**config.mk**
```make
export PLATFORM = sky130hd
export DESIGN_NAME = rdi_line_ctrl
export DESIGN_NICKNAME = d
export VERILOG_FILES = /design/src/rtl/rdi_line_ctrl.sv
export SDC_FILE = /design/constraint.sdc
export NUM_CORES = 1
export LEC_CHECK = 0
export CORE_AREA = 2 2 39 41
export DETAILED_ROUTE_END_ITERATION = 8
export DIE_AREA = 0 0 41 43
export DONT_BUFFER_PORTS = 1
export GPL_ROUTABILITY_DRIVEN = 0
export PLACE_DENSITY_LB_ADDON = 0.2
export SYNTH_ARGS = -nofsm -noshare
export SYNTH_HDL_FRONTEND = slang
export SYNTH_SLANG_ARGS = --single-unit
```
**constraint.sdc**
```tcl
create_clock -name clk -period 1.2 [get_ports clk]
set_input_delay 0.18 -clock clk [delete_from_list [all_inputs] [get_ports clk]]
set_output_delay 0.18 -clock clk [all_outputs]
set_load 0.02 [all_outputs]
```
**src/rtl/rdi_line_ctrl.sv**
```systemverilog
module rdi_line_ctrl #(
  parameter int HOLD_FRAMES = 20,
  parameter int NSRC        = 6
) (
  input  logic            clk,
  input  logic            rst_n,
  input  logic            frame_start,
  input  logic [NSRC-1:0] defects,
  input  logic [NSRC-1:0] inhibit,
  input  logic            hold_off,
  output logic            rdi_insert
);
  localparam int CW = $clog2(HOLD_FRAMES + 1);
  localparam logic [CW-1:0] RELOAD = CW'(HOLD_FRAMES - 1);

  logic [CW-1:0] cnt;
  logic          active;

  assign active = |(defects & ~inhibit);

  always_ff @(posedge clk or negedge rst_n) begin
    if (!rst_n) begin
      cnt        <= '0;
      rdi_insert <= 1'b0;
    end else if (frame_start) begin
      if (active) begin
        cnt        <= hold_off ? '0 : RELOAD;
        rdi_insert <= 1'b1;
      end else if (hold_off || cnt == '0) begin
        cnt        <= '0;
        rdi_insert <= 1'b0;
      end else begin
        cnt        <= cnt - 1'b1;
      end
    end
  end

  AST_SET_ON_DEFECT: assert property (@(posedge clk) disable iff (!rst_n)
    frame_start && active |=> rdi_insert);
  AST_HOLD_RUNS: assert property (@(posedge clk) disable iff (!rst_n)
    frame_start && !active && !hold_off && cnt != '0 |=> rdi_insert);
  AST_CNT_BOUND: assert property (@(posedge clk) disable iff (!rst_n)
    cnt <= RELOAD);
  AST_DIRECT_MODE: assert property (@(posedge clk) disable iff (!rst_n)
    frame_start && hold_off |=> rdi_insert == $past(active));
  AST_FRAME_ALIGNED: assert property (@(posedge clk) disable iff (!rst_n)
    !frame_start |=> $stable(rdi_insert));
endmodule

```
==> flow_summary.rst, run 1 <==
.. list-table::
   :header-rows: 1

   * - Metric
     - Value
   * - Yosys warning count
     - 0
   * - Number of unique standard cell types used by synthesis
     - 20
   * - Die area
     - 0.00176 mm2
   * - Actual transition at the worst max-transition pin
     - 0.342 ns
   * - Number of rows created at floorplan
     - 14
   * - Final worst path period need
     - 1.28 ns
   * - RSZ-0062 raised after global routing
     - yes
   * - Largest net degree at the start of global routing
     - 10
   * - Slew margin rel.
     - 77.2%
   * - Critical Path RT
     - 1.31 ns
   * - Mapped Cells
     - 44
   * - Total design power
     - 671 uW
   * - Signal arrival time at the worst endpoint
     - 1.38 ns
   * - Worst VDD drop
     - 0.000451 V
   * - Average footprint of a synthesized cell
     - 8.93 um2
   * - Uppermost layer routed
     - met4
   * - CTS max path bufs
     - 2
   * - Synth Area in XOR/XNOR
     - 0%
   * - Filler Cells Inserted
     - 140
   * - P&R area growth vs syn
     - 31.8%
   * - Simple-gate share of the synthesized area
     - 18.2%
   * - Violated checks
     - setup timing
   * - Fraction of post-synthesis cell area in the top cell type by area
     - 38.2%
   * - Post-DR wirelength/cell
     - 12.5 um
   * - Total nets after synthesis
     - 61
   * - Die Y
     - 43 um
   * - Detail Route Antenna Nets
     - 0
   * - Number of buffers added by the clock tree synthesis step
     - 3
   * - Clock latency reported for the late side of the worst-skew pair
     - 0.24 ns
   * - Placed wire-length estimate after detailed placement
     - 578 um
   * - Residual overflow from global routing
     - 0
   * - Starting density of the core
     - 28.4%
   * - Wire length of the first global-routing pass
     - 1350 um
   * - Number of sinks driven by the clock tree
     - 6
   * - Share of the clock period used by the worst path after layout
     - 107%
   * - Number of iterations in the first detailed-routing pass
     - 2
   * - Share of synthesized area occupied by flip-flops and latches
     - 38.2%
   * - Dominant combinational cell family by area after synthesis
     - compound AO/OA/AOI/OAI gates
   * - Least setup slack across all paths after layout
     - -0.0793 ns
   * - Clock Skews
     - 0.00166 ns
   * - TritonCTS clock tree
     - built
   * - Total routing usage reported by global routing
     - 12.1%
   * - Clock-pin slew on the worst setup and hold paths
     - 0.04 ns
   * - PD cells
     - 1290 mW/mm2
   * - Total length of routed wires
     - 848 um
   * - Die Wd
     - 41 um
   * - Fraction of layout cells with a size suffix above 1
     - 36.5%
   * - Root Driver
     - sky130_fd_sc_hd__clkbuf_4
   * - Number of global-route vias before repair
     - 304
   * - Detailed router's first-iteration violation count
     - 1
   * - Multiplexer fraction of the synthesized cell area
     - 2.87%
   * - Count of buffers inserted at the top-level ports
     - 0
   * - Hold Violations, Final
     - 0
   * - Detail Route met3 WL
     - 36 um
   * - Count of inserted antenna diode cells
     - 0
   * - Achievable clock frequency
     - 782 MHz
   * - Ranking of synthesized cells by area
     - sky130_fd_sc_hd__dfrtp_1 38%, sky130_fd_sc_hd__inv_1 8.6%, sky130_fd_sc_hd__nand2_1 6.7%
   * - Floorplan Core Area
     - 0.00138 mm2
   * - Post-Place Setup Slack
     - -0.0986 ns
   * - Synthesized flop and latch total
     - 6
   * - Top Ports
     - 17
   * - Antenna violations before repair
     - 0
   * - Final Max Slew Viols
     - 0
   * - Biggest area consumer among synthesized cells
     - sky130_fd_sc_hd__dfrtp_1
   * - Post-synthesis adder-cell area fraction
     - 3.18%
   * - Final setup fails
     - 6
   * - Leak pwr
     - 0.000229 uW
   * - Routed vias/inst
     - 4.91
   * - Largest fanout on the critical path
     - 5
   * - Type of element launching the critical path
     - register
   * - Final cell utilization of the core
     - 37.4%
   * - Type of the worst setup path
     - register to register
   * - Complex-gate fraction of the synthesized area
     - 26.8%
   * - Met2 routed wirelength
     - 443 um
   * - Number of vias after detailed routing
     - 334
   * - Number of maximum-capacitance violations
     - 0
   * - Summed instance area of the synthesized netlist
     - 393 um2
   * - Number of remaining DRC errors
     - 0
   * - Post-layout nets
     - 71
   * - H-tree Lvls
     - 1
   * - Outcome
     - finished with violations
   * - Type of destination of the critical path
     - register
   * - Met1 wire length
     - 349 um
   * - Classification of the worst-slack hold path
     - primary input to register
==> critical path, stage by stage, from the launching register on <==
cell and delay, ns:
sky130_fd_sc_hd__dfrtp_1 0.38, sky130_fd_sc_hd__inv_2 0.09, sky130_fd_sc_hd__ha_4 0.14, sky130_fd_sc_hd__nor3b_4 0.23
sky130_fd_sc_hd__a21oi_4 0.11, sky130_fd_sc_hd__nand3b_1 0.11, sky130_fd_sc_hd__o221ai_2 0.08
==> layout make-up <==
cell class / count / area (um2) / share of cell area, %
multi-input combinational: 27 / 240 / 46.4
sequential: 6 / 150 / 29.0
timing repair buffer: 6 / 47.5 / 9.18
inverter: 10 / 37.5 / 7.25
clock buffer: 3 / 22.5 / 4.35
tap: 16 / 20.0 / 3.86
==> metal layers <==
layer  vias up  GRT usage (%)
met5         -              0
met4         0           10.0
met3         2           3.14
met2        12           17.8
met1       150           13.9
li1        170              -
==> state kept, by name, indices dropped and copies added (netlist names) <==
register and cells:
rdi_insert 1, cnt 5
==> cells by family after synthesis <==
group | count (synthesis)
AND/OR/NAND/NOR | 12
flip-flops | 6
AO/OA/AOI/OAI | 13
buffers and inverters | 11
multiplexers | 1
adder cells (fa/ha/maj) | 1
==> placed cells by master, fill, tap and decap left out <==
master	n
sky130_fd_sc_hd__o21ai_1	1
sky130_fd_sc_hd__mux2_4	1
sky130_fd_sc_hd__nand4b_1	1
sky130_fd_sc_hd__o221ai_2	1
sky130_fd_sc_hd__buf_4	5
sky130_fd_sc_hd__nand2_1	7
sky130_fd_sc_hd__ha_4	1
sky130_fd_sc_hd__nor3_2	1
sky130_fd_sc_hd__o21ai_2	1
sky130_fd_sc_hd__inv_1	7
sky130_fd_sc_hd__a21oi_4	1
sky130_fd_sc_hd__a21boi_1	1
sky130_fd_sc_hd__dlygate4sd3_1	1
sky130_fd_sc_hd__o31ai_4	1
sky130_fd_sc_hd__nand3b_1	1
sky130_fd_sc_hd__nor2b_1	1
sky130_fd_sc_hd__clkinv_1	1
sky130_fd_sc_hd__dfrtp_1	6
sky130_fd_sc_hd__inv_2	2
sky130_fd_sc_hd__a21boi_2	1
sky130_fd_sc_hd__clkbuf_4	3
sky130_fd_sc_hd__nor3b_4	1
sky130_fd_sc_hd__o221ai_1	1
sky130_fd_sc_hd__o21ai_0	2
sky130_fd_sc_hd__o22ai_1	3
==> metrics by stage <==
stage	hold slack, ns	TNS (ns)	cell area [um2]	cells
final	0.0527	-0.305	518	68
after global routing	0.0389	-0.733	518	68
after CTS	0.0566	-0.217	504	68
after detailed placement	-0.115	-0.364	439	62
after global placement	-0.115	-0.329	439	62
after floorplan	-0.116	-0.0259	402	44
==> where the power goes <==
part	internal, uW	switching (uW)	total [uW]	leakage, uW
registers	232	29.3	261	0.0000737
clock network	113	66.8	180	0.0000138
logic	130	101	230	0.000142
total	474	197	671	0.000229
==> synth_stat cells (all sizes together) <==
master,count
mux2,1
o221ai,2
clkinv,1
a21boi,2
inv,9
nand2,7
buf,1
nand4b,1
ha,1
o31ai,1
o21ai,4
dfrtp,6
nor3,1
nor2b,1
nor3b,1
nand3b,1
o22ai,3
a21oi,1
==> repair_timing <==
item                       CTS  global route
hold buffers                 1             0
setup buffers                2             0
resized for setup            4             4
setup endpoints to repair    6             6
hold endpoints to repair     6             0
pin swaps                    4             5
==> worst paths after layout <==
check / cells past startpoint / endpoint / from / slack [ns]
min reg2reg: 2 / cnt[4] / cnt[4] / 0.48
max in group asynchronous: 1 / rdi_insert / rst_n / 0.72
max reg2reg: 6 / cnt[1] / cnt[1] / -0.08
max: 6 / cnt[1] / cnt[1] / -0.08
min in group asynchronous: 1 / cnt[2] / rst_n / 0.26
min: 1 / cnt[1] / hold_off / 0.05
No activity file was read; power rests on OpenSTA's default activity.
==> run 2, diff against run 1 <==
==> constraint.sdc (replaced) <==
create_clock -name clk -period 1.2 [get_ports clk]
set_input_delay 0.12 -clock clk [delete_from_list [all_inputs] [get_ports clk]]
set_output_delay 0.12 -clock clk [all_outputs]
set_load 0.02 [all_outputs]
==> flow_summary.rst, run 2 (synthesis results as in run 1) <==
.. list-table::
   :header-rows: 1

   * - Metric
     - Value
   * - Detail Route Antenna Nets
     - 0 (unchanged)
   * - Filler Cells Inserted
     - 138 (-1.4%)
   * - Number of vias after detailed routing
     - 345 (+3.3%)
   * - Final setup fails
     - 6 (unchanged)
   * - R2r endpoint
     - cnt[1]
   * - Number of sinks driven by the clock tree
     - 6 (unchanged)
   * - Total length of routed wires
     - 866 um (+2.1%)
   * - H-tree Lvls
     - 1 (unchanged)
   * - Most frequent cells in the layout
     - 7 x sky130_fd_sc_hd__inv_1, 7 x sky130_fd_sc_hd__nand2_1, 6 x sky130_fd_sc_hd__dfrtp_1
   * - Largest net degree at the start of global routing
     - 10 (unchanged)
   * - Clock latency reported for the late side of the worst-skew pair
     - 0.24 ns (about the same)
   * - Starting density of the core
     - 28.4% (unchanged)
   * - RSZ-0062 raised after global routing
     - yes
   * - Number of remaining DRC errors
     - 0 (unchanged)
   * - Depth of the worst register-to-register path
     - 6 (unchanged)
   * - Number of buffers added by the clock tree synthesis step
     - 3 (unchanged)
   * - Leak pwr
     - 0.000242 uW (+5.5%)
   * - Clock-pin slew on the worst setup and hold paths
     - 0.04 ns (about the same)
   * - Worst-path cell chain
     - inv_2 -> ha_4 -> nor3b_4 -> a21oi_4 -> nand3b_1 -> o221ai_2
   * - Switching power of the nets
     - 199 uW (+0.97%)
   * - Type of destination of the critical path
     - register
   * - Post-DR wirelength/cell
     - 12.2 um (-2.2%)
   * - Hold Violations, Final
     - 0 (unchanged)
   * - Stage delay of the slowest cell on the critical path
     - 0.39 ns (about the same)
   * - Combinational group share of total power
     - 35.1% (+0.8 points)
   * - Clock network fraction of total power
     - 26.5% (-0.3 points)
   * - Portion of total power attributed to sequential cells
     - 38.4% (-0.5 points)
   * - Number of rows created at floorplan
     - 14 (unchanged)
   * - P&R area growth vs syn
     - 39.5%
   * - Wire length of the first global-routing pass
     - 1350 um (unchanged)
   * - Number of buffer and inverter stages on the critical path
     - 1 (unchanged)
   * - Slack of the worst reg-to-reg path
     - -0.08 ns (about the same)
   * - Actual transition at the worst max-transition pin
     - 0.342 ns (-0.0000395 ns)
   * - Largest registers ranked by flip-flop count
     - cnt (5), rdi_insert (1)
   * - Placed wire-length estimate after detailed placement
     - 578 um (unchanged)
   * - Signal arrival time at the worst endpoint
     - 1.39 ns (about the same)
   * - Die area
     - 0.00176 mm2 (unchanged)
   * - Classification of the worst-slack hold path
     - primary input to register
   * - Type of element launching the critical path
     - register
   * - Slew margin rel.
     - 77.2% (about the same)
   * - Top Ports
     - 17 (unchanged)
   * - PD cells
     - 1240 mW/mm2 (-4.3%)
   * - Detailed router's first-iteration violation count
     - 1 (unchanged)
   * - Share of the clock period used by the worst path after layout
     - 107% (+0.15 points)
   * - Die Y
     - 43 um (unchanged)
   * - Fraction of layout cells with a size suffix above 1
     - 34.5% (-2.0 points)
   * - Achievable clock frequency
     - 781 MHz (-0.14%)
   * - Antenna violations before repair
     - 0 (unchanged)
   * - Startpoint of the worst hold path
     - hold_off
   * - Residual overflow from global routing
     - 0 (unchanged)
   * - Type of the worst setup path
     - register to register
   * - Internal Pwr Total
     - 480 uW (+1.4%)
   * - TritonCTS clock tree
     - built
   * - Root Driver
     - sky130_fd_sc_hd__clkbuf_4
   * - Post-layout nets
     - 74 (+4.2%)
   * - Count of inserted antenna diode cells
     - 0 (unchanged)
   * - Number of maximum-capacitance violations
     - 0 (unchanged)
   * - Violated checks
     - setup timing
   * - Number of iterations in the first detailed-routing pass
     - 2 (unchanged)
   * - Total routing usage reported by global routing
     - 12.1% (unchanged)
   * - Count of buffers inserted at the top-level ports
     - 0 (unchanged)
   * - Least setup slack across all paths after layout
     - -0.0811 ns (-0.00179 ns)
   * - Die Wd
     - 41 um (unchanged)
   * - Floorplan Core Area
     - 0.00138 mm2 (unchanged)
   * - Capture endpoint of the worst hold path
     - cnt[0]
   * - Final Max Slew Viols
     - 0 (unchanged)
   * - Number of global-route vias before repair
     - 312 (+2.6%)
   * - Final worst path period need
     - 1.28 ns (+0.00179 ns)
   * - Critical Path RT
     - 1.31 ns (about the same)
   * - Number of cells on the worst hold path
     - 1 (unchanged)
   * - Critical path's top delay family
     - flip-flops
   * - Flip-flop count of the largest register, all copies and words added
     - 5 (unchanged)
   * - CTS max path bufs
     - 2 (unchanged)
   * - Final cell utilization of the core
     - 39.6% (+2.2 points)
   * - Sw Ratio
     - 29.3% (-0.079 points)
   * - Crit Reg-Reg Startpoint
     - cnt[1]
   * - Worst VDD drop
     - 0.000452 V (+0.24%)
   * - Clock Skews
     - 0.00163 ns (-0.0000277 ns)
   * - Cell with the biggest individual delay on the critical path
     - sky130_fd_sc_hd__dfrtp_1
   * - Outcome
     - finished with violations
   * - Largest fanout on the critical path
     - 5 (unchanged)
   * - Hold slack final
     - 0.0383 ns (-0.0144 ns)
   * - Routed vias/inst
     - 4.86 (-1.1%)
   * - Register with the most flip-flops
     - cnt
[run 2: cell count changes in the layout (fill, tap and decap cells not counted)]
| cell | change |
|---|---|
| sky130_fd_sc_hd__dlygate4sd3_1 | +3 |
[run 2: area by class of cell]
type | count | area, um2 | share of cell area (%)
multi-input cells | 27 | 240 | 43.8
flip-flops and latches | 6 | 150 | 27.4
clock buffers | 3 | 22.5 | 4.11
well taps | 16 | 20.0 | 3.65
inverters | 10 | 37.5 | 6.85
repair buffers | 9 | 77.6 | 14.2
[run 2: metrics by stage]
| stage | TNS [ns] | setup WS, ns | cell area (um2) | total power, uW | cells |
|---|---|---|---|---|---|
| 2_1_floorplan | -0.0259 | -0.0155 | 402 | 381 | 44 |
| 3_3_place_gp | -0.329 | -0.0725 | 439 | 427 | 62 |
| 3_5_place_dp | -0.364 | -0.0986 | 439 | 426 | 62 |
| 4_1_cts | -0.217 | -0.0537 | 514 | 665 | 69 |
| 5_1_grt | -0.733 | -0.143 | 548 | 732 | 71 |
| 6_report | -0.321 | -0.0811 | 548 | 679 | 71 |
[run 2: worst max path at each step]
stage               startpoint  depth (start not counted)  slack (ns)      to
finish                  cnt[1]                          6       -0.08  cnt[1]
CTS                     cnt[0]                          6       -0.05  cnt[1]
global placement        cnt[1]                          6       -0.07  cnt[0]
global route            cnt[1]                          6       -0.14  cnt[1]
detailed placement      cnt[1]                          6        -0.1  cnt[2]
floorplan               cnt[0]                          6       -0.02  cnt[2]
[run 2: timing repair]
item,in CTS,in global routing
hold buffers,2,2
endpoints found under the hold margin,7,1
cloned,0,0
setup buffers,2,0
endpoints found under the setup margin,6,6
gates resized for setup,4,4
pin swaps,4,5
[run 2: metal layers]
layer / track usage (%) / share of wire [%] / vias up
met5: 0 / 0 / -
met4: 10.0 / 2.2 / 0
met3: 3.14 / 3.6 / 2
met2: 18.1 / 53 / 12
met1: 13.5 / 41 / 154
li1: - / - / 177
[run 2: power groups by stage]
stage          Clock (uW)  Sequential, uW  Combinational, uW
2_1_floorplan           0             261                120
3_3_place_gp            0             261                166
3_5_place_dp            0             260                166
4_1_cts               193             260                213
5_1_grt               205             264                262
6_report              180             261                238
==> run 3, diff against run 2 <==
- MAX_ROUTING_LAYER: unset -> met4
- clock period: 1.2 -> 1.5 ns (I/O delays scaled with it)
==> flow_summary.rst, run 3 (synthesis results as in run 1) <==
.. list-table::
   :header-rows: 1

   * - Metric
     - Value
   * - Outcome
     - finished clean
   * - Largest net degree at the start of global routing
     - 10 (unchanged)
   * - Leak pwr
     - 0.000214 uW (-11%)
   * - Sw Ratio
     - 28.1% (-1.2 points)
   * - H-tree Lvls
     - 1 (unchanged)
   * - Wire length of the first global-routing pass
     - 1240 um (-8.1%)
   * - P&R area growth vs syn
     - 18.5%
   * - Number of maximum-capacitance violations
     - 0 (unchanged)
   * - PD cells
     - 1030 mW/mm2 (-17%)
   * - Number of sinks driven by the clock tree
     - 6 (unchanged)
   * - Stage delay of the slowest cell on the critical path
     - 0.34 ns (-0.05 ns)
   * - Clock network fraction of total power
     - 30.5% (+4.0 points)
   * - Post-Place Cell Area
     - 415 um2 (-5.4%)
   * - Final setup fails
     - 0 (-6)
   * - Number of vias after detailed routing
     - 323 (-6.4%)
   * - Final worst path period need
     - 1.33 ns (+0.0533 ns)
   * - Final Max Slew Viols
     - 0 (unchanged)
   * - Type of element launching the critical path
     - register
   * - Die area
     - 0.00176 mm2 (unchanged)
   * - Actual transition at the worst max-transition pin
     - 0.320 ns (-0.0215 ns)
   * - Register with the most flip-flops
     - cnt
   * - Finished layout cell area
     - 465 um2 (-15%)
   * - Starting density of the core
     - 28.4% (unchanged)
   * - Switching power of the nets
     - 135 uW (-32%)
   * - Clock-pin slew on the worst setup and hold paths
     - 0.05 ns (about the same)
   * - Detail Route Antenna Nets
     - 0 (unchanged)
   * - CTS max path bufs
     - 2 (unchanged)
   * - Die Y
     - 43 um (unchanged)
   * - Total length of routed wires
     - 767 um (-11%)
   * - Critical Path RT
     - 1.66 ns (+0.35 ns)
   * - Post-layout nets
     - 69 (-6.8%)
   * - Placed wire-length estimate after detailed placement
     - 585 um (+1.1%)
   * - Hold slack final
     - 0.0261 ns (-0.0123 ns)
   * - Total routing usage reported by global routing
     - 11.4% (-0.76 points)
   * - Antenna violations before repair
     - 0 (unchanged)
   * - Die Wd
     - 41 um (unchanged)
   * - Number of rows created at floorplan
     - 14 (unchanged)
   * - Achievable clock frequency
     - 749 MHz (-4.0%)
   * - Most frequent cells in the layout
     - 9 x sky130_fd_sc_hd__inv_1, 7 x sky130_fd_sc_hd__nand2_1, 6 x sky130_fd_sc_hd__dfrtp_1
   * - Type of destination of the critical path
     - register
   * - Signal arrival time at the worst endpoint
     - 1.50 ns (+0.11 ns)
   * - Post-DR wirelength/cell
     - 11.6 um (-4.7%)
   * - Number of iterations in the first detailed-routing pass
     - 4 (+2)
   * - Storage cell area
     - 150 um2 (unchanged)
   * - Number of buffer and inverter stages on the critical path
     - 1 (unchanged)
   * - Number of remaining DRC errors
     - 0 (unchanged)
   * - Floorplan Core Area
     - 0.00138 mm2 (unchanged)
   * - Internal Pwr Total
     - 345 uW (-28%)
   * - Worst-path cell chain
     - inv_1 -> ha_2 -> nor3b_2 -> a21oi_2 -> nand4b_1 -> a21boi_1
   * - Number of buffers added by the clock tree synthesis step
     - 3 (unchanged)
   * - Count of buffers inserted at the top-level ports
     - 0 (unchanged)
   * - Type of the worst setup path
     - register to register
   * - Classification of the worst-slack hold path
     - primary input to register
   * - RSZ-0062 raised after global routing
     - no
   * - Critical path's top delay family
     - compound AO/OA/AOI/OAI gates
   * - TritonCTS clock tree
     - built
   * - Setup TNS
     - 0 ns (+0.321 ns)
   * - Largest fanout on the critical path
     - 5 (unchanged)
   * - Detailed router's first-iteration violation count
     - 10 (+9)
   * - Number of global-route vias before repair
     - 287 (-8.0%)
   * - Routed vias/inst
     - 4.89 (+0.72%)
   * - Portion of total power attributed to sequential cells
     - 42.8% (+4.4 points)
   * - Worst VDD drop
     - 0.000302 V (-33%)
   * - Filler Cells Inserted
     - 139 (+0.72%)
   * - Slew margin rel.
     - 78.7% (+1.4 points)
   * - Flip-flop count of the largest register, all copies and words added
     - 5 (unchanged)
   * - Clock latency reported for the late side of the worst-skew pair
     - 0.24 ns (about the same)
   * - Hold Violations, Final
     - 0 (unchanged)
   * - Most frequent standard cell in the layout excluding fill and tap cells
     - sky130_fd_sc_hd__inv_1
   * - Share of the clock period used by the worst path after layout
     - 89.0% (-18 points)
   * - Count of inserted antenna diode cells
     - 0 (unchanged)
   * - Combinational group share of total power
     - 26.7% (-8.4 points)
   * - Root Driver
     - sky130_fd_sc_hd__clkbuf_4
   * - Top Ports
     - 17 (unchanged)
   * - Multi-input gate area in the final layout
     - 203 um2 (-16%)
   * - Residual overflow from global routing
     - 0 (unchanged)
   * - Cell with the biggest individual delay on the critical path
     - sky130_fd_sc_hd__dfrtp_1
   * - Fraction of layout cells with a size suffix above 1
     - 26.0% (-8.5 points)
   * - Largest registers ranked by flip-flop count
     - cnt (5), rdi_insert (1)
   * - Clock Skews
     - 0.00287 ns (+0.00123 ns)
-- run 3: changes by cell type in the layout (fill, tap and decap cells not counted), moves of 2 or more --
cell,delta
sky130_fd_sc_hd__dlygate4sd3_1,-3
sky130_fd_sc_hd__inv_1,+2
sky130_fd_sc_hd__buf_4,-2
sky130_fd_sc_hd__inv_2,-2
-- run 3: per-stage QoR --
step                util [%]  total power, uW  instances  setup WS (ns)
finish                  33.6              480         66          0.166
global route            33.6              522         66         0.0286
CTS                     32.4              476         64         0.0954
detailed placement      30.0              318         60          0.104
global placement        30.0              319         60          0.165
floorplan                  -              297         44          0.208
-- run 3: power by group through the flow --
stage	clock, uW	sequential [uW]	combinational, uW
5_1_grt	167	208	148
4_1_cts	155	207	114
2_1_floorplan	0	207	89.4
6_report	146	205	128
3_3_place_gp	0	210	109
3_5_place_dp	0	209	108
-- run 3: repair_timing --
item,in CTS,in global routing
endpoints found under the setup margin,0,1
hold endpoints to repair,6,0
hold buffers,1,0
gates resized for setup,0,1
buffers inserted,0,2
-- run 3: worst paths after layout --
check                           startpoint          to  slack (ns)  depth (start not counted)
max in group asynchronous            rst_n  rdi_insert        1.05                          1
worst min register to register      cnt[4]      cnt[4]        0.48                          2
worst max-delay path                cnt[0]      cnt[2]        0.17                          6
worst min-delay path              hold_off      cnt[4]        0.03                          1
worst max register to register      cnt[0]      cnt[2]        0.17                          6
min in group asynchronous            rst_n      cnt[3]        0.23                          1
-- run 3: layer usage --
| metal | GRT usage, % | share of wire [%] | vias up |
|---|---|---|---|
| li1 | - | - | 164 |
| met1 | 13.8 | 45 | 142 |
| met2 | 15.3 | 47 | 17 |
| met3 | 3.66 | 7.7 | 0 |
| met4 | 8.00 | 0 | 0 |
| met5 | - | 0 | - |
-- run 3: layout make-up --
type | count | area share (%)
Clock buffer | 3 | 4.84
Sequential cell | 6 | 32.3
Tap cell | 16 | 4.30
Multi-Input combinational cell | 27 | 43.5
Timing Repair Buffer | 4 | 6.99
Inverter | 10 | 8.06
-- run 3: worst register-to-register path, cell delays in order, from the launching register on --
cell,delay [ns]
sky130_fd_sc_hd__dfrtp_1,0.34
sky130_fd_sc_hd__inv_1,0.05
sky130_fd_sc_hd__ha_2,0.18
sky130_fd_sc_hd__nor3b_2,0.16
sky130_fd_sc_hd__a21oi_2,0.24
sky130_fd_sc_hd__nand4b_1,0.13
sky130_fd_sc_hd__a21boi_1,0.15
